<file path="config.mk">
export PLATFORM = sky130hd
export DESIGN_NAME = mc_ctrl
export DESIGN_NICKNAME = d
export VERILOG_FILES = /design/src/rtl/mc_ctrl_pkg.sv /design/src/rtl/mc_opclass.sv /design/src/rtl/mc_next_state.sv /design/src/rtl/mc_out_decode.sv /design/src/rtl/mc_ctrl.sv
export SDC_FILE = /design/constraint.sdc
export NUM_CORES = 1
export LEC_CHECK = 0
export BUFFER_PORTS_ARGS = -buffer_cell sky130_fd_sc_hd__buf_2
export CAP_MARGIN = 20
export CORE_MARGIN = 3
export CORE_UTILIZATION = 41
export CTS_CLUSTER_SIZE = 24
export DETAILED_ROUTE_END_ITERATION = 10
export MAX_ROUTING_LAYER = met4
export PLACE_DENSITY = 0.73
export SLEW_MARGIN = 20
export SYNTH_ARGS = -nofsm -noshare
export SYNTH_HDL_FRONTEND = slang
export SYNTH_SLANG_ARGS = --single-unit
</file>
<file path="constraint.sdc">
create_clock -name clk -period 1.4 [get_ports clk]
set_input_delay 0.14 -clock clk [delete_from_list [all_inputs] [get_ports clk]]
set_output_delay 0.14 -clock clk [all_outputs]
set_load 0.01 [all_outputs]
</file>
<file path="src/rtl/mc_ctrl_pkg.sv">
package mc_ctrl_pkg;

    typedef enum logic [3:0] {
        ST_FETCH     = 4'd0,
        ST_DECODE    = 4'd1,
        ST_BEQ_CMP   = 4'd2,
        ST_BEQ_TAKE  = 4'd3,
        ST_R_EXE     = 4'd4,
        ST_R_WB      = 4'd5,
        ST_ORI_EXE   = 4'd6,
        ST_ORI_WB    = 4'd7,
        ST_LW_ADDR   = 4'd8,
        ST_LW_MEM    = 4'd9,
        ST_LW_WB     = 4'd10,
        ST_SW_ADDR   = 4'd11,
        ST_SW_MEM    = 4'd12,
        ST_JMP       = 4'd13,
        ST_EXC_UNDEF = 4'd14,
        ST_EXC_OVF   = 4'd15
    } mc_state_t;

    typedef enum logic [2:0] {
        CLS_R, CLS_ORI, CLS_LW, CLS_SW, CLS_BEQ, CLS_JMP, CLS_BAD
    } op_class_t;

    typedef enum logic [1:0] {
        ALU_ADD = 2'd0, ALU_SUB = 2'd1, ALU_FUNC = 2'd2, ALU_OR = 2'd3
    } alu_op_t;

    typedef enum logic [2:0] {
        SRCB_RT = 3'd0, SRCB_FOUR = 3'd1, SRCB_SEXT = 3'd2,
        SRCB_SEXT_SH2 = 3'd3, SRCB_ZEXT = 3'd4
    } srcb_t;

    typedef enum logic [1:0] {
        PCS_ALU = 2'd0, PCS_TARGET = 2'd1, PCS_JUMP = 2'd2, PCS_EXC = 2'd3
    } pcsrc_t;

    typedef struct packed {
        alu_op_t alu_op;
        logic    srca_reg;
        srcb_t   srcb;
        logic    reg_wr;
        logic    dst_rd;
        logic    wb_mem;
        logic    mem_rd;
        logic    mem_wr;
        logic    addr_alu;
        logic    ir_wr;
        logic    pc_wr;
        pcsrc_t  pc_src;
        logic    epc_wr;
        logic    cause_wr;
        logic    cause_ovf;
    } ctl_t;

    function automatic ctl_t ctl_idle();
        ctl_t c;
        c = '0;
        return c;
    endfunction

    // Shared control pattern of both exception states: EPC <= PC - 4, PC <= vector.
    function automatic ctl_t ctl_exc_entry(input logic is_ovf);
        ctl_t c;
        c           = '0;
        c.alu_op    = ALU_SUB;
        c.srca_reg  = 1'b0;
        c.srcb      = SRCB_FOUR;
        c.epc_wr    = 1'b1;
        c.cause_wr  = 1'b1;
        c.cause_ovf = is_ovf;
        c.pc_wr     = 1'b1;
        c.pc_src    = PCS_EXC;
        return c;
    endfunction

    // Address step shared by load and store.
    function automatic ctl_t ctl_addr_calc();
        ctl_t c;
        c          = '0;
        c.alu_op   = ALU_ADD;
        c.srca_reg = 1'b1;
        c.srcb     = SRCB_SEXT;
        return c;
    endfunction

endpackage

</file>
<file path="src/rtl/mc_opclass.sv">
module mc_opclass
    import mc_ctrl_pkg::*;
#(
    parameter int              OP_W    = 6,
    parameter logic [OP_W-1:0] OPC_R   = 6'b000000,
    parameter logic [OP_W-1:0] OPC_ORI = 6'b001101,
    parameter logic [OP_W-1:0] OPC_LW  = 6'b100011,
    parameter logic [OP_W-1:0] OPC_SW  = 6'b101011,
    parameter logic [OP_W-1:0] OPC_BEQ = 6'b000100,
    parameter logic [OP_W-1:0] OPC_JMP = 6'b000010
) (
    input  logic [OP_W-1:0] opcode,
    output op_class_t       op_class
);
    localparam int N_CLS = 6;

    logic [N_CLS-1:0]      hit;
    logic [N_CLS*OP_W-1:0] codes;

    assign codes = {OPC_JMP, OPC_BEQ, OPC_SW, OPC_LW, OPC_ORI, OPC_R};

    for (genvar g = 0; g < N_CLS; g++) begin : g_match
        assign hit[g] = (opcode == codes[g*OP_W +: OP_W]);
    end

    // Lowest index wins if two opcode parameters are ever set equal.
    always_comb begin
        op_class = CLS_BAD;
        if      (hit[0]) op_class = CLS_R;
        else if (hit[1]) op_class = CLS_ORI;
        else if (hit[2]) op_class = CLS_LW;
        else if (hit[3]) op_class = CLS_SW;
        else if (hit[4]) op_class = CLS_BEQ;
        else if (hit[5]) op_class = CLS_JMP;
    end
endmodule

</file>
<file path="src/rtl/mc_next_state.sv">
module mc_next_state
    import mc_ctrl_pkg::*;
(
    input  mc_state_t state,
    input  op_class_t op_class,
    input  logic      alu_equal,
    input  logic      alu_ovf,
    output mc_state_t nxt
);
    always_comb begin
        nxt = ST_FETCH;
        case (state)
            ST_FETCH:    nxt = ST_DECODE;
            ST_DECODE: begin
                case (op_class)
                    CLS_R:   nxt = ST_R_EXE;
                    CLS_ORI: nxt = ST_ORI_EXE;
                    CLS_LW:  nxt = ST_LW_ADDR;
                    CLS_SW:  nxt = ST_SW_ADDR;
                    CLS_BEQ: nxt = ST_BEQ_CMP;
                    CLS_JMP: nxt = ST_JMP;
                    default: nxt = ST_EXC_UNDEF;
                endcase
            end
            ST_BEQ_CMP:  nxt = alu_equal ? ST_BEQ_TAKE : ST_FETCH;
            ST_R_EXE:    nxt = alu_ovf ? ST_EXC_OVF : ST_R_WB;
            ST_ORI_EXE:  nxt = ST_ORI_WB;
            ST_LW_ADDR:  nxt = ST_LW_MEM;
            ST_LW_MEM:   nxt = ST_LW_WB;
            ST_SW_ADDR:  nxt = ST_SW_MEM;
            default:     nxt = ST_FETCH;
        endcase
    end
endmodule

</file>
<file path="src/rtl/mc_out_decode.sv">
module mc_out_decode
    import mc_ctrl_pkg::*;
#(
    parameter int                 CAUSE_W   = 4,
    parameter logic [CAUSE_W-1:0] CAUSE_RI  = 4'd10,
    parameter logic [CAUSE_W-1:0] CAUSE_OVF = 4'd12
) (
    input  mc_state_t          state,
    output ctl_t               ctl,
    output logic [CAUSE_W-1:0] cause_code
);
    always_comb begin
        ctl = ctl_idle();
        case (state)
            ST_FETCH: begin
                ctl.mem_rd   = 1'b1;
                ctl.ir_wr    = 1'b1;
                ctl.alu_op   = ALU_ADD;
                ctl.srcb     = SRCB_FOUR;
                ctl.pc_wr    = 1'b1;
                ctl.pc_src   = PCS_ALU;
            end
            ST_BEQ_CMP: begin
                ctl.alu_op   = ALU_SUB;
                ctl.srca_reg = 1'b1;
                ctl.srcb     = SRCB_RT;
            end
            ST_BEQ_TAKE: begin
                ctl.alu_op   = ALU_ADD;
                ctl.srcb     = SRCB_SEXT_SH2;
                ctl.pc_wr    = 1'b1;
                ctl.pc_src   = PCS_ALU;
            end
            ST_R_EXE: begin
                ctl.alu_op   = ALU_FUNC;
                ctl.srca_reg = 1'b1;
                ctl.srcb     = SRCB_RT;
            end
            ST_R_WB: begin
                ctl.reg_wr   = 1'b1;
                ctl.dst_rd   = 1'b1;
            end
            ST_ORI_EXE: begin
                ctl.alu_op   = ALU_OR;
                ctl.srca_reg = 1'b1;
                ctl.srcb     = SRCB_ZEXT;
            end
            ST_ORI_WB:    ctl.reg_wr = 1'b1;
            ST_LW_ADDR,
            ST_SW_ADDR:   ctl = ctl_addr_calc();
            ST_LW_MEM: begin
                ctl.mem_rd   = 1'b1;
                ctl.addr_alu = 1'b1;
            end
            ST_LW_WB: begin
                ctl.reg_wr   = 1'b1;
                ctl.wb_mem   = 1'b1;
            end
            ST_SW_MEM: begin
                ctl.mem_wr   = 1'b1;
                ctl.addr_alu = 1'b1;
            end
            ST_JMP: begin
                ctl.pc_wr    = 1'b1;
                ctl.pc_src   = PCS_JUMP;
            end
            ST_EXC_UNDEF: ctl = ctl_exc_entry(1'b0);
            ST_EXC_OVF:   ctl = ctl_exc_entry(1'b1);
            default:      ctl = ctl_idle();
        endcase
    end

    always_comb begin
        cause_code = '0;
        if (ctl.cause_wr)
            cause_code = ctl.cause_ovf ? CAUSE_OVF : CAUSE_RI;
    end
endmodule

</file>
<file path="src/rtl/mc_ctrl.sv">
module mc_ctrl
    import mc_ctrl_pkg::*;
#(
    parameter int                 OP_W      = 6,
    parameter int                 CAUSE_W   = 4,
    parameter logic [OP_W-1:0]    OPC_R     = 6'b000000,
    parameter logic [OP_W-1:0]    OPC_ORI   = 6'b001101,
    parameter logic [OP_W-1:0]    OPC_LW    = 6'b100011,
    parameter logic [OP_W-1:0]    OPC_SW    = 6'b101011,
    parameter logic [OP_W-1:0]    OPC_BEQ   = 6'b000100,
    parameter logic [OP_W-1:0]    OPC_JMP   = 6'b000010,
    parameter logic [CAUSE_W-1:0] CAUSE_RI  = 4'd10,
    parameter logic [CAUSE_W-1:0] CAUSE_OVF = 4'd12
) (
    input  logic               clk,
    input  logic               rst,
    input  logic [OP_W-1:0]    opcode,
    input  logic               alu_equal,
    input  logic               alu_ovf,
    output logic [3:0]         state_o,
    output logic [1:0]         alu_op,
    output logic               alu_a_sel,
    output logic [2:0]         alu_b_sel,
    output logic               reg_wr,
    output logic               reg_dst,
    output logic               wb_sel,
    output logic               mem_rd,
    output logic               mem_wr,
    output logic               addr_sel,
    output logic               ir_wr,
    output logic               pc_wr,
    output logic [1:0]         pc_src,
    output logic               epc_wr,
    output logic               cause_wr,
    output logic [CAUSE_W-1:0] cause_code
);
    mc_state_t state_q, state_d;
    op_class_t op_class;
    ctl_t      ctl;

    mc_opclass #(
        .OP_W(OP_W), .OPC_R(OPC_R), .OPC_ORI(OPC_ORI), .OPC_LW(OPC_LW),
        .OPC_SW(OPC_SW), .OPC_BEQ(OPC_BEQ), .OPC_JMP(OPC_JMP)
    ) u_cls (
        .opcode  (opcode),
        .op_class(op_class)
    );

    mc_next_state u_nxt (
        .state    (state_q),
        .op_class (op_class),
        .alu_equal(alu_equal),
        .alu_ovf  (alu_ovf),
        .nxt      (state_d)
    );

    always_ff @(posedge clk) begin
        if (rst) state_q <= ST_FETCH;
        else     state_q <= state_d;
    end

    mc_out_decode #(
        .CAUSE_W(CAUSE_W), .CAUSE_RI(CAUSE_RI), .CAUSE_OVF(CAUSE_OVF)
    ) u_dec (
        .state     (state_q),
        .ctl       (ctl),
        .cause_code(cause_code)
    );

    assign state_o   = state_q;
    assign alu_op    = ctl.alu_op;
    assign alu_a_sel = ctl.srca_reg;
    assign alu_b_sel = ctl.srcb;
    assign reg_wr    = ctl.reg_wr;
    assign reg_dst   = ctl.dst_rd;
    assign wb_sel    = ctl.wb_mem;
    assign mem_rd    = ctl.mem_rd;
    assign mem_wr    = ctl.mem_wr;
    assign addr_sel  = ctl.addr_alu;
    assign ir_wr     = ctl.ir_wr;
    assign pc_wr     = ctl.pc_wr;
    assign pc_src    = ctl.pc_src;
    assign epc_wr    = ctl.epc_wr;
    assign cause_wr  = ctl.cause_wr;
endmodule

</file>
==> qor.yml <==
crit_type: "flop to output port"
status: "complete, but fails checks"
die_h_um: 43.8
ir_drop_mv: 1.04
finalNonFillerCells: 151
p_int_mw: 1.16
fin_crit_sh_pct: 104
pin_count: 36
grt_setup_unrepaired: "yes"
antenna_found_initial: 0
gp_congestion: 0.829
cts_tree: "yes"
period_needed_ps: 1450
power.switching_mw: 1.03
synthArstFlopShare_pct: 0
yosys.area.top_type: "dfxtp_1"
critPathCaptureType: "output port"
drive_gt1_share_pct: 57.4
comb_power_share_pct: 78.9
finalPower_mw: 2.19
post_drt_via_cell_ratio: 5.66
path_cells: "buf_12, or2_4, a211oi_2, buf_2"
synthFlopType: "dfxtp_1"
yosys.cell_types.count: 38
layout_common_cells: "buf_2, nor2_1, buf_4"
grt_usage_pct: 21.1
core_area_um2: 1320
place.port_buffers: 34
via_count: 854
path_buf_inv: 2
cp.required_ps: 1260
p_per_area_nw_per_um2: 2220
report.final.setup_viol: 4
fin_skew_ps: 5.87
clock_sinks: 4
p_leak_nw: 0.487
fmax_mhz: 687
synthesis.nets: 102
postSynthRegisterBits: 4
cts_hold_buf: 0
synth-edff-count: 0
drv_slew: 0
fin_ws_ps: -55.0
drv_cap: 0
ant_nets: 0
fp-row-count: 13
cts.clk_slew.worst_paths_ps: 30
die_x_um: 43.8
totalWireLength_um: 2030
grt.overflow.total: 0
wire_per_inst_um: 13.5
ys_warn_count: 0
cp_max_fo: 8
cts_made_buffers: 3
place_inst: 141
hpwlAfterDp_um: 1320
fin_tns_setup_ps: -130
largest_reg_flops: 4
n_antenna_cell: 0
dr.pass1.iters: 4
grt_max_degree: 10
drc: 0
max_stage_delay_ps: 380
worstPathArrival_ps: 1310
placed_area_um2: 795
drt_iter0_drc: 6
grt_pass1_wl_um: 3080
clock_path_buffers: 2
worstSkewPairLatency_ps: 240
violations: "setup timing"
syn_area_um2: 587
htree_levels: 1
clockRootBuffer: "clkbuf_4"
power_frac_clock_pct: 6.5
whs_ps: 120
seqPwrFrac_pct: 14.6
swShare_pct: 47.0
final_common_cell: "buf_2"
crit_path_top_delay_cell: "dfxtp_4"
syn_area_per_cell_um2: 6.38
grt_pass1_vias: 746
fin_nets: 148
final_area_um2: 986
dieArea_um2: 1920
hp-class: "input port to flop"
start_util_pct: 44.5
yosysTopAreaCellShare_pct: 13.6
ys_seq_area_share_pct: 13.6
cp-start-kind: "flop"
fill_cells: 115
path_delay_family: "flip-flops"
syn_inst: 92
syn_to_final_growth_pct: 68.0
ys_top_cells_by_area: "dfxtp_1, nor2_1, a21oi_1"
hold_viol: 0
-- path summary, 6_finish.rpt --
| check | startpoint | to | slack (ps) | cells after the start |
|---|---|---|---|---|
| setup / recovery | state_o[3] | mem_rd | -50 | 4 |
| hold reg to reg | state_o[2] | state_o[1] | 660 | 3 |
| hold / removal | rst | state_o[3] | 120 | 2 |
| setup reg to reg | state_o[3] | state_o[1] | -30 | 6 |
-- per-layer routing --
layer | vias up | GRT usage (%) | share of wire (%)
li1 | 424 | - | -
met1 | 399 | 21.7 | 37
met2 | 27 | 41.0 | 56
met3 | 4 | 2.49 | 4.9
met4 | 0 | 5.42 | 2.0
met5 | - | - | 0
-- cells in the mapped netlist, types with 2 or more instances --
cell type,instances
nor2_1,14
a21oi_1,8
nand2_1,8
buf_4,4
dfxtp_1,4
nor3_1,4
o21ai_1,4
a31oi_1,3
buf_2,3
nand2b_1,3
a211oi_1,2
a2bb2oi_1,2
and3_1,2
clkbuf_1,2
nand3_1,2
nor2b_1,2
nor4_1,2
o21ai_0,2
o22ai_1,2
-- power by group through the flow --
stage	clock network (mW)	registers (mW)	logic (mW)
after floorplan	0	0.239	0.802
after global placement	0	0.258	1.28
after detailed placement	0	0.261	1.28
after CTS	0.144	0.287	1.47
after global routing	0.154	0.332	1.87
final	0.142	0.320	1.73
-- cell families after synthesis --
family	after synthesis	share of synthesized area, %
other	1	0.639
AND/OR/NAND/NOR	41	34.3
flip-flops	4	13.6
buffers and inverters	13	13.6
XOR/XNOR	1	1.49
AO/OA/AOI/OAI	32	36.3
-- metrics by stage --
stage	utilization, %	setup slack [ps]
global placement	60.3	111
floorplan	-	48.7
CTS	67.4	-37.1
detailed placement	60.3	85.3
global route	74.8	-146
finish	74.8	-55.0
-- cell type report --
type | instances | area (µm²) | area share, %
Sequential cell | 4 | 95.1 | 9.64
Inverter | 2 | 7.51 | 0.761
Tap cell | 15 | 18.8 | 1.90
Timing Repair Buffer | 52 | 338 | 34.3
Clock buffer | 3 | 22.5 | 2.28
Multi-Input combinational cell | 75 | 504 | 51.1
-- what timing repair did --
| action | in CTS | in global routing |
|---|---|---|
| gates resized for setup | 12 | 20 |
| pin swaps | 1 | 6 |
| setup buffers | 2 | 4 |
| gates cloned | 1 | 0 |
| endpoints found under the hold margin | 0 | 0 |
| setup endpoints to repair | 14 | 15 |
Note: power is estimated with default switching activity, not from simulation.
